### src/rtl/muldiv_pkg.sv
package muldiv_pkg;
  typedef enum logic [1:0] {
    OP_MULS = 2'b00,
    OP_MULU = 2'b01,
    OP_DIVS = 2'b10,
    OP_DIVU = 2'b11
  } md_op_e;

  typedef enum logic [1:0] {
    ST_IDLE = 2'd0,
    ST_RUN  = 2'd1,
    ST_FIN  = 2'd2
  } md_state_e;
endpackage

### src/rtl/muldiv_ctrl.sv
module muldiv_ctrl
  import muldiv_pkg::*;
#(
  parameter int unsigned STEPS = 32
) (
  input  logic clk,
  input  logic rst_n,
  input  logic start_i,
  output logic busy_o,
  output logic load_o,
  output logic step_o,
  output logic fin_o,
  output logic done_o
);
  localparam int unsigned CW = (STEPS > 1) ? $clog2(STEPS) : 1;
  localparam logic [CW-1:0] LAST = CW'(STEPS - 1);

  md_state_e state_q, state_d;
  logic [CW-1:0] cnt_q, cnt_d;
  logic done_q, done_d;

  assign load_o = (state_q == ST_IDLE) && start_i;
  assign step_o = (state_q == ST_RUN);
  assign fin_o  = (state_q == ST_FIN);
  assign busy_o = (state_q != ST_IDLE);
  assign done_o = done_q;

  always_comb begin
    state_d = state_q;
    cnt_d   = cnt_q;
    done_d  = 1'b0;
    unique case (state_q)
      ST_IDLE: if (start_i) begin
        state_d = ST_RUN;
        cnt_d   = '0;
      end
      ST_RUN: begin
        if (cnt_q == LAST) state_d = ST_FIN;
        else               cnt_d   = cnt_q + 1'b1;
      end
      ST_FIN: begin
        state_d = ST_IDLE;
        done_d  = 1'b1;
      end
      default: state_d = ST_IDLE;
    endcase
  end

  always_ff @(posedge clk or negedge rst_n) begin
    if (!rst_n) begin
      state_q <= ST_IDLE;
      cnt_q   <= '0;
      done_q  <= 1'b0;
    end else begin
      state_q <= state_d;
      cnt_q   <= cnt_d;
      done_q  <= done_d;
    end
  end
endmodule

### src/rtl/muldiv_mul_engine.sv
module muldiv_mul_engine #(
  parameter int unsigned W = 32
) (
  input  logic           clk,
  input  logic           rst_n,
  input  logic           load_i,
  input  logic           step_i,
  input  logic [W-1:0]   mcand_i,
  input  logic [W-1:0]   mplier_i,
  output logic [2*W-1:0] prod_o
);
  logic [W-1:0] hi_q, hi_d, lo_q, lo_d, mcand_q, mcand_d;
  logic [W:0]   sum;

  always_comb begin
    sum     = {1'b0, hi_q} + (lo_q[0] ? {1'b0, mcand_q} : '0);
    hi_d    = hi_q;
    lo_d    = lo_q;
    mcand_d = mcand_q;
    if (load_i) begin
      hi_d    = '0;
      lo_d    = mplier_i;
      mcand_d = mcand_i;
    end else if (step_i) begin
      hi_d = sum[W:1];
      lo_d = {sum[0], lo_q[W-1:1]};
    end
  end

  always_ff @(posedge clk or negedge rst_n) begin
    if (!rst_n) begin
      hi_q    <= '0;
      lo_q    <= '0;
      mcand_q <= '0;
    end else if (load_i || step_i) begin
      hi_q    <= hi_d;
      lo_q    <= lo_d;
      mcand_q <= mcand_d;
    end
  end

  assign prod_o = {hi_q, lo_q};
endmodule

### src/rtl/muldiv_div_engine.sv
module muldiv_div_engine #(
  parameter int unsigned W = 32
) (
  input  logic         clk,
  input  logic         rst_n,
  input  logic         load_i,
  input  logic         step_i,
  input  logic [W-1:0] dvd_i,
  input  logic [W-1:0] dvs_i,
  output logic [W-1:0] quo_o
);
  logic [W-1:0] rem_q, rem_d, quo_q, quo_d, dvs_q, dvs_d;
  logic [W:0]   shifted;
  logic [W-1:0] diff;
  logic         fits;

  always_comb begin
    shifted = {rem_q, quo_q[W-1]};
    fits    = (shifted >= {1'b0, dvs_q});
    diff    = shifted[W-1:0] - dvs_q;
    rem_d   = rem_q;
    quo_d   = quo_q;
    dvs_d   = dvs_q;
    if (load_i) begin
      rem_d = '0;
      quo_d = dvd_i;
      dvs_d = dvs_i;
    end else if (step_i) begin
      rem_d = fits ? diff : shifted[W-1:0];
      quo_d = {quo_q[W-2:0], fits};
    end
  end

  always_ff @(posedge clk or negedge rst_n) begin
    if (!rst_n) begin
      rem_q <= '0;
      quo_q <= '0;
      dvs_q <= '0;
    end else if (load_i || step_i) begin
      rem_q <= rem_d;
      quo_q <= quo_d;
      dvs_q <= dvs_d;
    end
  end

  assign quo_o = quo_q;
endmodule

### src/rtl/muldiv_unit.sv
module muldiv_unit
  import muldiv_pkg::*;
#(
  parameter int unsigned W = 32
) (
  input  logic         clk,
  input  logic         rst_n,
  input  logic         start_i,
  input  logic [1:0]   op_i,
  input  logic [W-1:0] a_i,
  input  logic [W-1:0] b_i,
  input  logic         ove_i,
  output logic         busy_o,
  output logic         done_o,
  output logic [W-1:0] result_o,
  output logic         wr_en_o,
  output logic         carry_o,
  output logic         ovf_o,
  output logic         range_exc_o
);
  localparam int unsigned PW = 2 * W;

  logic load, step, fin;
  md_op_e op_q, op_d;
  logic [W-1:0] a_q, a_d, b_q, b_d;
  logic ove_q, ove_d;

  logic [W-1:0] dvd_mag, dvs_mag, quo, quo_fix;
  logic [PW-1:0] uprod, sprod;
  logic sgn_div_in;

  logic [W-1:0] res_q, res_d;
  logic cy_q, cy_d, ov_q, ov_d, wr_q, wr_d, exc_q, exc_d;
  logic cy_n, ov_n, wr_n, exc_n;
  logic [W-1:0] res_n;
  logic div_zero, mul_cy, muls_ov;

  muldiv_ctrl #(.STEPS(W)) ctrl_i (
    .clk(clk), .rst_n(rst_n), .start_i(start_i),
    .busy_o(busy_o), .load_o(load), .step_o(step), .fin_o(fin), .done_o(done_o)
  );

  // Magnitudes feed the divider for signed divide; raw values otherwise.
  assign sgn_div_in = (md_op_e'(op_i) == OP_DIVS);
  assign dvd_mag = (sgn_div_in && a_i[W-1]) ? (~a_i + 1'b1) : a_i;
  assign dvs_mag = (sgn_div_in && b_i[W-1]) ? (~b_i + 1'b1) : b_i;

  muldiv_mul_engine #(.W(W)) mul_i (
    .clk(clk), .rst_n(rst_n), .load_i(load), .step_i(step),
    .mcand_i(a_i), .mplier_i(b_i), .prod_o(uprod)
  );

  muldiv_div_engine #(.W(W)) div_i (
    .clk(clk), .rst_n(rst_n), .load_i(load), .step_i(step),
    .dvd_i(dvd_mag), .dvs_i(dvs_mag), .quo_o(quo)
  );

  // Captured request: loaded only on the accepting edge.
  always_comb begin
    op_d  = op_q;
    a_d   = a_q;
    b_d   = b_q;
    ove_d = ove_q;
    if (load) begin
      op_d  = md_op_e'(op_i);
      a_d   = a_i;
      b_d   = b_i;
      ove_d = ove_i;
    end
  end

  always_ff @(posedge clk or negedge rst_n) begin
    if (!rst_n) begin
      op_q  <= OP_MULS;
      a_q   <= '0;
      b_q   <= '0;
      ove_q <= 1'b0;
    end else if (load) begin
      op_q  <= op_d;
      a_q   <= a_d;
      b_q   <= b_d;
      ove_q <= ove_d;
    end
  end

  // Completion values per opcode.
  always_comb begin
    sprod = uprod
          - (a_q[W-1] ? {b_q, {W{1'b0}}} : {PW{1'b0}})
          - (b_q[W-1] ? {a_q, {W{1'b0}}} : {PW{1'b0}});
    mul_cy   = |uprod[PW-1:W];
    muls_ov  = (|sprod[PW-1:W-1]) && !(&sprod[PW-1:W-1]);
    div_zero = (b_q == '0);
    quo_fix  = ((op_q == OP_DIVS) && (a_q[W-1] ^ b_q[W-1])) ? (~quo + 1'b1) : quo;
    res_n = res_q;
    cy_n  = 1'b0;
    ov_n  = 1'b0;
    wr_n  = 1'b0;
    exc_n = 1'b0;
    unique case (op_q)
      OP_MULS: begin
        res_n = sprod[W-1:0];
        wr_n  = 1'b1;
        cy_n  = mul_cy;
        ov_n  = muls_ov;
        exc_n = ove_q && muls_ov;
      end
      OP_MULU: begin
        res_n = uprod[W-1:0];
        wr_n  = 1'b1;
        cy_n  = mul_cy;
      end
      default: begin
        cy_n  = div_zero;
        exc_n = ove_q && div_zero;
        if (!div_zero) begin
          res_n = quo_fix;
          wr_n  = 1'b1;
        end
      end
    endcase
  end

  always_comb begin
    res_d = res_q;
    cy_d  = cy_q;
    ov_d  = ov_q;
    wr_d  = 1'b0;
    exc_d = 1'b0;
    if (fin) begin
      res_d = res_n;
      cy_d  = cy_n;
      ov_d  = ov_n;
      wr_d  = wr_n;
      exc_d = exc_n;
    end
  end

  always_ff @(posedge clk or negedge rst_n) begin
    if (!rst_n) begin
      res_q <= '0;
      cy_q  <= 1'b0;
      ov_q  <= 1'b0;
      wr_q  <= 1'b0;
      exc_q <= 1'b0;
    end else begin
      res_q <= res_d;
      cy_q  <= cy_d;
      ov_q  <= ov_d;
      wr_q  <= wr_d;
      exc_q <= exc_d;
    end
  end

  assign result_o    = res_q;
  assign carry_o     = cy_q;
  assign ovf_o       = ov_q;
  assign wr_en_o     = wr_q;
  assign range_exc_o = exc_q;
endmodule

### config.mk
export PLATFORM = sky130hd
export DESIGN_NAME = muldiv_unit
export DESIGN_NICKNAME = d
export VERILOG_FILES = /design/src/rtl/muldiv_pkg.sv /design/src/rtl/muldiv_ctrl.sv /design/src/rtl/muldiv_mul_engine.sv /design/src/rtl/muldiv_div_engine.sv /design/src/rtl/muldiv_unit.sv
export SDC_FILE = /design/constraint.sdc
export NUM_CORES = 1
export LEC_CHECK = 0
export CAP_MARGIN = 20
export CORE_MARGIN = 1.5
export CORE_UTILIZATION = 30
export CTS_BUF_LIST = sky130_fd_sc_hd__clkbuf_8
export CTS_CLUSTER_DIAMETER = 120
export DETAILED_ROUTE_END_ITERATION = 8
export PLACE_DENSITY = 0.55
export SLEW_MARGIN = 20
export SYNTH_ARGS = -nofsm -noshare
export SYNTH_HDL_FRONTEND = slang
export SYNTH_HIERARCHICAL = 1
export SYNTH_SLANG_ARGS = --single-unit
### constraint.sdc
create_clock -name clk -period 5.8 [get_ports clk]
set_clock_uncertainty 0.2 [all_clocks]
set_input_delay 1.16 -clock clk [delete_from_list [all_inputs] [get_ports clk]]
set_output_delay 1.16 -clock clk [all_outputs]
set_load 0.005 [all_outputs]
### Word level (Yosys, flattened, before mapping)

Cells that the tools add are included.

* register bits: 303
* latch bits: 0
* RAM bits: 0
* ROM bits: 0
* memories kept: 0

* $add $sub $neg: 8
* $mul: 0
* div/mod/pow operators: 0
* magnitude comparators: 1
* equality and inequality tests: 10
* shift-type cells: 0
* multiplexer cells: 31
* bitwise gates (word level): 4
* reductions and logical operators: 24

Operators with widths (number)
* 32-bit 2-to-1 mux: 14
* 64-bit 2-to-1 mux: 2
* 64-bit subtractor: 2
* 32-bit by 1-bit adder with 32-bit output (second input constant): 3
* 32-bit inverter: 3
* 32-bit case mux with 2 select lines: 1
* 32-bit by 33-bit adder with 33-bit output: 1
* 33-bit by 32-bit >= comparator with 1-bit output: 1
* 33-bit AND reduction: 1
* 33-bit OR reduction: 1
* 32-bit zero test: 1
* 32-bit OR reduction: 1
* 32-bit subtractor: 1
* 5-bit 2-to-1 mux: 2
* 5-bit case mux with 2 select lines: 1
* 2-bit AND reduction: 4
* 1-bit logical AND: 7
* 1-bit 2-to-1 mux: 7
* 2-bit equality test (second input constant): 3
* 2-bit inequality test (second input constant): 3
* 2-bit nonzero test: 3
* 5-bit by 1-bit adder with 5-bit output (second input constant): 1
* 5-bit equality test (second input constant): 1
* 2-bit by 1-bit equality test with 1-bit output (second input constant): 2
* 10 further kinds: 12

### Longest topological paths before layout

Gate-level depths: netlist of the first run.

* depth after elaboration: 9
* gate-level depth with buffers: 16
* mapped depth without buffers: 13

### Cells and area by module

Netlist of the first run, hierarchy kept.

By module, submodules not included
* muldiv_unit: instances 1, cells an instance 1090, area each 9327.7 µm², sequential area each 2577.5 µm²
* muldiv_div_engine: instances 1, cells an instance 696, area each 6038.3 µm², sequential area each 2402.3 µm²
* muldiv_mul_engine: instances 1, cells an instance 626, area each 5943.2 µm², sequential area each 2402.3 µm²
* muldiv_ctrl: instances 1, cells an instance 35, area each 395.4 µm², sequential area each 200.2 µm²

### Least setup slack after synthesis of the first run

No wires, ideal clock.

* path type: reg2reg
* start: register a_q[31]
* end: register ov_q, in the netlist ovf_o
* library setup time: 0.129 ns
* data arrival time: 3.804 ns
* data required time: 5.471 ns
* setup slack: 1.667 ns
* cell stages (with the launch flop): 16
* clock period less this slack: 4.133 ns
* cell sequence: dfrtp_1 clkbuf_1 clkbuf_1 nand2_1 fa_1 ha_1 and3_1 and2_0 clkbuf_1 a221oi_1 o2bb2ai_1 a2111oi_0 xnor2_1 nand4_1 o41ai_1 o31ai_1

* cells in the longest elaborated chain, start to end: 7
* elaborated cells on any way between the ends: 9

Ends and longest elaborated chain
* from (decl): line muldiv_unit.sv:25 `logic [W-1:0] a_q, a_d, b_q, b_d;`
* from (signal assigned): line muldiv_unit.sv:75 `a_q <= '0;`
* from (signal assigned): line muldiv_unit.sv:80 `a_q <= a_d;`
* 64-bit 2-to-1 mux: line muldiv_unit.sv:89 `- (a_q[W-1] ? {b_q, {W{1'b0}}} : {PW{1'b0}})`
* 64-bit subtractor: line muldiv_unit.sv:89
* 64-bit subtractor *: line muldiv_unit.sv:90 `- (b_q[W-1] ? {a_q, {W{1'b0}}} : {PW{1'b0}});`
* 33-bit AND reduction: line muldiv_unit.sv:92 `muls_ov = (|sprod[PW-1:W-1]) && !(&sprod[PW-1:W-1]);`
* 1-bit zero test: line muldiv_unit.sv:92
* 1-bit logical AND *: line muldiv_unit.sv:92
* 1-bit 2-to-1 mux *: line muldiv_unit.sv:100 `unique case (op_q)`
* to (signal assigned): line muldiv_unit.sv:149 `ov_q <= ov_d;`
* to (decl): line muldiv_unit.sv:33 `logic cy_q, cy_d, ov_q, ov_d, wr_q, wr_d, exc_q, exc_d;`

Every way passes the cells marked *; elsewhere a longest branch is shown, timed or not.
A chain may end at the register's enable or synchronous reset.

### Worst setup path after layout of the first run

* start: register a_q[31]
* end: register exc_q, in the netlist range_exc_o

* cells in the longest elaborated chain, start to end: 9
* elaborated cells on any way between the ends: 11

Ends and longest elaborated chain
* 64-bit 2-to-1 mux: line muldiv_unit.sv:89
* 64-bit subtractor: line muldiv_unit.sv:89
* 64-bit subtractor *: line muldiv_unit.sv:90
* 33-bit AND reduction: line muldiv_unit.sv:92
* 1-bit zero test: line muldiv_unit.sv:92
* 1-bit logical AND *: line muldiv_unit.sv:92
* 1-bit logical AND *: line muldiv_unit.sv:106 `exc_n = ove_q && muls_ov;`
* 1-bit case mux with 2 select lines *: line muldiv_unit.sv:100
* 1-bit 2-to-1 mux *: line muldiv_unit.sv:130 `if (fin) begin`
* named net exc_d: line muldiv_unit.sv:33
* to (signal assigned): line muldiv_unit.sv:145 `exc_q <= 1'b0;`
* to (signal assigned): line muldiv_unit.sv:151 `exc_q <= exc_d;`
* to (decl): line muldiv_unit.sv:33

The timed path passes the listed nets; every way through them passes the cells marked *.

==> run summary, run 1 <==
- 0 — total setup violations reported at the end of the flow
- 0 — number of pins with negative max-slew slack in the final report
- 8.87 sq um — mean post-synth cell area
- 0 — total count of hold-check failures in the final report
- 0.67 ns — source-to-sink clock delay at the later pin of the worst-skew pair
- 0 — quantity of gates resized following cts
- 18.7% — global routing usage summed across all routing layers
- 0.937 — global placement routability congestion
- clkbuf_8 — clock tree root driver cell
- 0.0217 sq mm — cell area after technology mapping
- 303 — Seq cells post-synth
- 5.35 — routed via count divided by cell count
- 0.06 ns — clock transition at the registers of the reported paths
- 0 — count of flip-flops with a built-in enable after synthesis
- 1 — critical path buffer and inverter count
- reg2reg — Worst Setup Path Type
- 23 — largest fanout of any net on the critical path
- in2async — Worst Hold Class
- 100% — proportion of register bits with asynchronous set or reset after synthesis
- 107 — input/output buffers
- 1 — initial antenna violation count
- 56 — number of buffers created by CTS
- 10.1% — share of layout cells above drive strength 1
- 20.0 um — Wirelength per Cell
- 2447 — Cells after Synth
- 5.23 ns — Critical Path AT
- dfrtp_1 — dominant synthesized flop cell
- 4.90 ns — min cycle time layout
- 53.8 mm — placed wire-length estimate after detailed placement
- 2 — level count of the clock H-tree
- 2651 — Synth Net Count
- no — RSZ-0062 raised after global routing
- 18200 — number of global-route vias before repair
- 31.5% — worst slew margin relative to its limit
- 0 — number of buffers inserted by post-CTS setup repair
- 0.89 ns — maximum single-stage delay on the critical path
- 272 um — Chip Width
- 0 — Post-DRT Antenna Nets
- flip-flop — critical path capture point type
- 18700 — routed vias
- 0.204 GHz — highest attainable clock frequency
- finished, final reports clean — result of the run
- 0 — global-route congestion overflow total
- 108 — I/O Pins
- flip-flop — crit path launch type
- 6 — yosys synthesis warning count
- 0.0740 sq mm — total die area
- 1612 — DRC violation total after the first TritonRoute iteration
- 84.4% — Tcrit/Tclk final
- 272 um — Die Span Y
- dfrtp_1 — Max stage delay cell, worst path
- 0 — hold buffer count at CTS
- 0.0715 sq mm — core area
- built — CTS tree
- 303 — clock net sink count
- 98 — row count
- 0 — final routed DRC violation total
- 70.0 mm — drt total wl
- buf_4 -> nand2_1 -> fa_1 -> ha_1 -> o21ai_1 -> o211a_1 -> a2111oi_0 -> o211ai_1 -> a21oi_1 -> nand4_1 -> or4b_1 -> nor4b_2 -> a211oi_1 — crit-path cells
- 2715 — Net count, final
- 109 mm — wire length of the first global-routing pass
- 3 — Clock Tree Buf Depth
- 6.14 ns — required time of the worst setup path
- 129 — pin count of the biggest net entering global routing
- compound AO/OA/AOI/OAI gates — cell type group with the largest total delay on the critical path
- 101 — number of different library cells in the post-synthesis netlist
- 0 ns — final setup TNS
- 0.258 ns — smallest hold slack
- 1.02 ns — actual slew at the worst max-slew pin
- 15.1% — area overhead of the layout relative to synthesis
- 30.4% — Starting Density
- 6 — Pre-Repair DR Iteration Count
- 34.9% — sequential element share of the synthesized area
- 0 — Maximum Capacitance Violations
## path summary, 6_finish.rpt
kind | from | endpoint | slack, ns | depth (start not counted)
worst max-delay path | a_q[31] | range_exc_o | 0.90 | 13
worst min-delay path | rst_n | mul_i/mcand_q[4] | 0.26 | 1
worst max register to register | a_q[31] | range_exc_o | 0.90 | 13
worst min register to register | result_o[12] | result_o[12] | 0.28 | 2
max in group asynchronous | rst_n | result_o[31] | 4.07 | 2
min in group clk | result_o[12] | result_o[12] | 0.28 | 2
## Yosys cell counts, drive strengths merged (14+ instances only)
cell type	n	area share, %
a211oi	43	1.5
a21o	30	1.0
a21oi	147	3.4
and2	51	1.5
and3	22	0.64
buf	28	0.62
clkbuf	95	1.6
dfrtp	303	35
fa	33	3.0
ha	101	5.8
inv	82	1.4
mux2	108	5.6
mux2i	85	3.9
nand2	338	5.9
nand2b	14	0.44
nand3	38	0.90
nand4	36	1.0
nor2	149	2.6
nor2b	15	0.44
nor3	31	0.71
nor4	31	0.99
o211ai	19	0.68
o21ai	266	6.2
o31ai	20	0.76
o41ai	14	0.60
or3	26	0.77
xnor2	81	3.3
xor2	59	2.4
## kinds of logic after synthesis
logic type | synth area share [%]
AO/OA/AOI/OAI | 19.5
flip-flops | 34.9
adder cells (fa/ha/maj) | 8.87
buffers and inverters | 3.68
AND/OR/NAND/NOR | 17.9
multiplexers | 9.52
XOR/XNOR | 5.65
## sequential cells by signal (all words and copies together) (netlist names), 2 cells and up
| signal | count |
|---|---|
| div_i/quo_o | 32 |
| a_q | 32 |
| div_i/rem_q | 32 |
| op_q | 2 |
| ctrl_i/state_q | 2 |
| div_i/dvs_q | 32 |
| mul_i/lo_q | 32 |
| ctrl_i/cnt_q | 5 |
| mul_i/hi_q | 32 |
| b_q | 32 |
| mul_i/mcand_q | 32 |
| result_o | 32 |
## area by class of cell
type / count / area, sq um
diodes: 1 / 2.50
clock inverters: 30 / 303
repair buffers: 129 / 1320
fillers: 7296 / 46500
inverters: 82 / 308
flip-flops and latches: 303 / 7580
well taps: 950 / 1190
clock buffers: 69 / 950
multi-input cells: 1939 / 13300
## placed cells by master (no fill, tap or decap), types with 41 or more instances in the layout
cell	netlist	layout
a211oi_1	41	41
a21oi_1	144	144
and2_1	50	50
clkbuf_8	0	69
clkdlybuf4s50_1	0	106
dfrtp_1	303	302
ha_1	101	101
inv_1	82	95
mux2_2	107	107
mux2i_1	85	85
nand2_1	337	336
nor2_1	149	148
o21ai_0	248	248
xnor2_1	81	81
xor2_1	59	59
## metrics by stage
stage                     area (sq um)  cells  utilization [%]  setup slack (ns)
after floorplan                  21700   2447                -              1.67
after global placement           23700   3403             33.2              1.02
after detailed placement         23700   3403             33.2             0.989
after CTS                        25000   3502             34.9             0.994
after global routing             25000   3503             35.0             0.603
final                            25000   3503             35.0             0.904
## worst reg2reg max path, delay by kind of cell, from the launching register on
family	cells	cell delay, ns
AOI/OAI and AO/OA	6	1.41
buffers and inverters	1	0.32
and+or+nand+nor	4	1.09
DFF	1	0.89
adders and majority gates	2	0.89
## metal layers
metal / wire length, um / global-route usage [%] / part of all wire [%] / vias to the layer above
met2: 30800 / 28.8 / 44 / 494
met1: 34000 / 26.9 / 49 / 9192
li1: - / - / - / 8946
met3: 3090 / 2.64 / 4.4 / 109
met4: 2150 / 6.20 / 3.1 / 0
met5: 0 / 0 / 0 / -
Power of run 1 is left out: the tool's default activity adds up to more than one toggle a clock period on the data nets, which glitch-free logic cannot reach.
==> inputs of run 2 (changes only) <==
- PLACE_DENSITY: 0.55 -> 0.56
- clock period: 5.8 -> 4.05 ns (I/O delays scaled with it)
==> run 2 against run 1 <==
- sequential cell count unchanged
- fmax increased by 18%
- register-to-register slack got worse by 1.0 ns
- clock-buffer cell count increased by 4
- the run now ends with setup timing left
==> run summary, run 2 (same netlist as run 1, synthesis figures left out) <==
- 0 — Post-DRT Antenna Nets, unchanged
- 2 — cell count of the worst hold path
- nand2_1 — most common cell after layout, fill and taps aside, unchanged
- 0.05 ns — clock transition at the registers of the reported paths, was 0.06 ns
- 56.6 mm — placed wire-length estimate after detailed placement, was 53.8 mm
- 0.0740 sq mm — total die area, unchanged
- result_o[18] — hold_sp
- 19.4% — global routing usage summed across all routing layers, was 18.7%
- 0 — Maximum Capacitance Violations, unchanged
- 0.49 ns — maximum single-stage delay on the critical path, was 0.89 ns
- clkbuf_8 — clock tree root driver cell, unchanged
- 0.0715 sq mm — core area, unchanged
- result_o[18] — Hold Path End
- 303 — clock net sink count, unchanged
- 103% — Tcrit/Tclk final, was 84.4%
- 2 — total setup violations reported at the end of the flow, was 0
- or4b_4 — Max stage delay cell, worst path, was dfrtp_1
- 19400 — routed vias, was 18700
- buf_12 -> and2_1 -> fa_1 -> inv_1 -> ha_1 -> o211ai_1 -> buf_4 -> a211oi_2 -> buf_4 -> o31ai_2 -> a21oi_1 -> or3_1 -> a2bb2oi_1 -> or4b_4 -> nor4b_4 -> a211oi_1 — crit-path cells, was buf_4 -> nand2_1 -> fa_1 -> ha_1 -> o21ai_1 -> o211a_1 -> a2111oi_0 -> o211ai_1 -> a21oi_1 -> nand4_1 -> or4b_1 -> nor4b_2 -> a211oi_1
- 16 — number of cells on the worst reg-to-reg path, was 13
- 46.3% — worst slew margin relative to its limit, was 31.5%
- flip-flop — crit path launch type, unchanged
- 107 — input/output buffers, unchanged
- flip-flop — critical path capture point type, unchanged
- 0.277 ns — smallest hold slack, was 0.258 ns
- 0 — global-route congestion overflow total, unchanged
- buf_4 — most prevalent standard cell on the critical path
- complete, but fails checks — result of the run, was finished, final reports clean
- 58 — number of buffers created by CTS, was 56
- range_exc_o — worst r2r dst, unchanged
- built — CTS tree, unchanged
- 0 — total count of hold-check failures in the final report, unchanged
- 0 — number of pins with negative max-slew slack in the final report, unchanged
- 0.899 — global placement routability congestion, was 0.937
- 30.4% — Starting Density, unchanged
- 5.22 — routed via count divided by cell count, was 5.35
- reg2reg — Worst Setup Path Type, unchanged
- yes — RSZ-0062 raised after global routing, was no
- 1317 — DRC violation total after the first TritonRoute iteration, was 1612
- 72.4 mm — drt total wl, was 70.0 mm
- 0 — final routed DRC violation total, unchanged
- 0.69 ns — source-to-sink clock delay at the later pin of the worst-skew pair, was 0.67 ns
- reg2reg — Worst Hold Class, was in2async
- 19.5 um — Wirelength per Cell, was 20.0 um
- setup timing — violations in the final reports
- a_q[31] — Crit Reg-Reg Startpoint, unchanged
- 4.16 ns — min cycle time layout, was 4.90 ns
- 98 — row count, unchanged
- 4.36 ns — required time of the worst setup path, was 6.14 ns
- 2 — initial antenna violation count, was 1
- 108 — I/O Pins, unchanged
- 2916 — Net count, final, was 2715
- 100 — pin count of the biggest net entering global routing, was 129
- 2 — level count of the clock H-tree, unchanged
- 0.798 ns — actual slew at the worst max-slew pin, was 1.02 ns
- 336 x nand2_1, 302 x dfrtp_1, 247 x o21ai_0 — commonest non-fill, non-tap cells in the layout, was 336 x nand2_1, 302 x dfrtp_1, 248 x o21ai_0
- 113 mm — wire length of the first global-routing pass, was 109 mm
- 17.2% — share of layout cells above drive strength 1, was 10.1%
- -0.112 ns — final worst-path setup slack, was 0.904 ns
- 19200 — number of global-route vias before repair, was 18200
- 272 um — Chip Width, unchanged
- 3 — Clock Tree Buf Depth, unchanged
- 0.240 GHz — highest attainable clock frequency, was 0.204 GHz
- 27 — largest fanout of any net on the critical path, was 23
- 4.47 ns — Critical Path AT, was 5.23 ns
- -0.11 ns — minimum setup slack among reg-to-reg paths, was 0.90 ns
- 5 — Pre-Repair DR Iteration Count, was 6
- 272 um — Die Span Y, unchanged
- 22.3% — area overhead of the layout relative to synthesis, was 15.1%
run 2: layer usage:
layer	up-vias	part of all wire, %	GRT usage, %
met5	-	0	0
met4	0	2.5	5.38
met3	98	4.8	2.65
met2	469	44	30.1
met1	9442	49	28.2
li1	9346	-	-
run 2: how the worst max path moves through the flow:
stage,start,to,cells past startpoint
4_1_cts,a_q[31],range_exc_o,14
3_5_place_dp,a_q[31],range_exc_o,14
3_3_place_gp,a_i[4],div_i/quo_o[29],13
6_report,a_q[31],range_exc_o,16
2_1_floorplan,a_q[31],ovf_o,16
5_1_grt,a_q[31],range_exc_o,16
run 2: final cells by class:
type,instances,area (sq um)
clock buffer,73,1000
clock inverter,30,140
antenna,1,2.50
multi-input combinational,1939,13500
fill,7292,44900
inverter,82,308
timing repair buffer,328,2860
tap,950,1190
sequential,303,7580
run 2: per-stage QoR:
| stage | instances | setup TNS, ns | worst slack [ns] | util (%) | cell area (sq um) |
|---|---|---|---|---|---|
| after floorplan | 2447 | 0 | 0.0470 | - | 21700 |
| after global placement | 3600 | -0.777 | -0.145 | 35.3 | 25300 |
| after detailed placement | 3600 | -0.895 | -0.156 | 35.3 | 25300 |
| after CTS | 3705 | -0.156 | -0.0882 | 37.0 | 26500 |
| after global routing | 3706 | -0.551 | -0.290 | 37.1 | 26500 |
| final | 3706 | -0.188 | -0.112 | 37.1 | 26500 |
run 2: repair_timing:
action,4_1_cts,5_1_grt
hold buffers,1,0
buffers inserted,1,0
pin swaps,4,1
endpoints found under the hold margin,66,0
resized for setup,9,21
endpoints found under the setup margin,2,2
run 2: critical path, delay by kind of cell, from the launching register on:
| kind | cells | cell delay [ns] |
|---|---|---|
| fa+ha+maj | 2 | 0.61 |
| flops | 1 | 0.39 |
| compound gates | 6 | 0.90 |
| buf+inv | 4 | 0.54 |
| simple gates | 4 | 1.35 |
Power of run 2 is left out for the same reason.
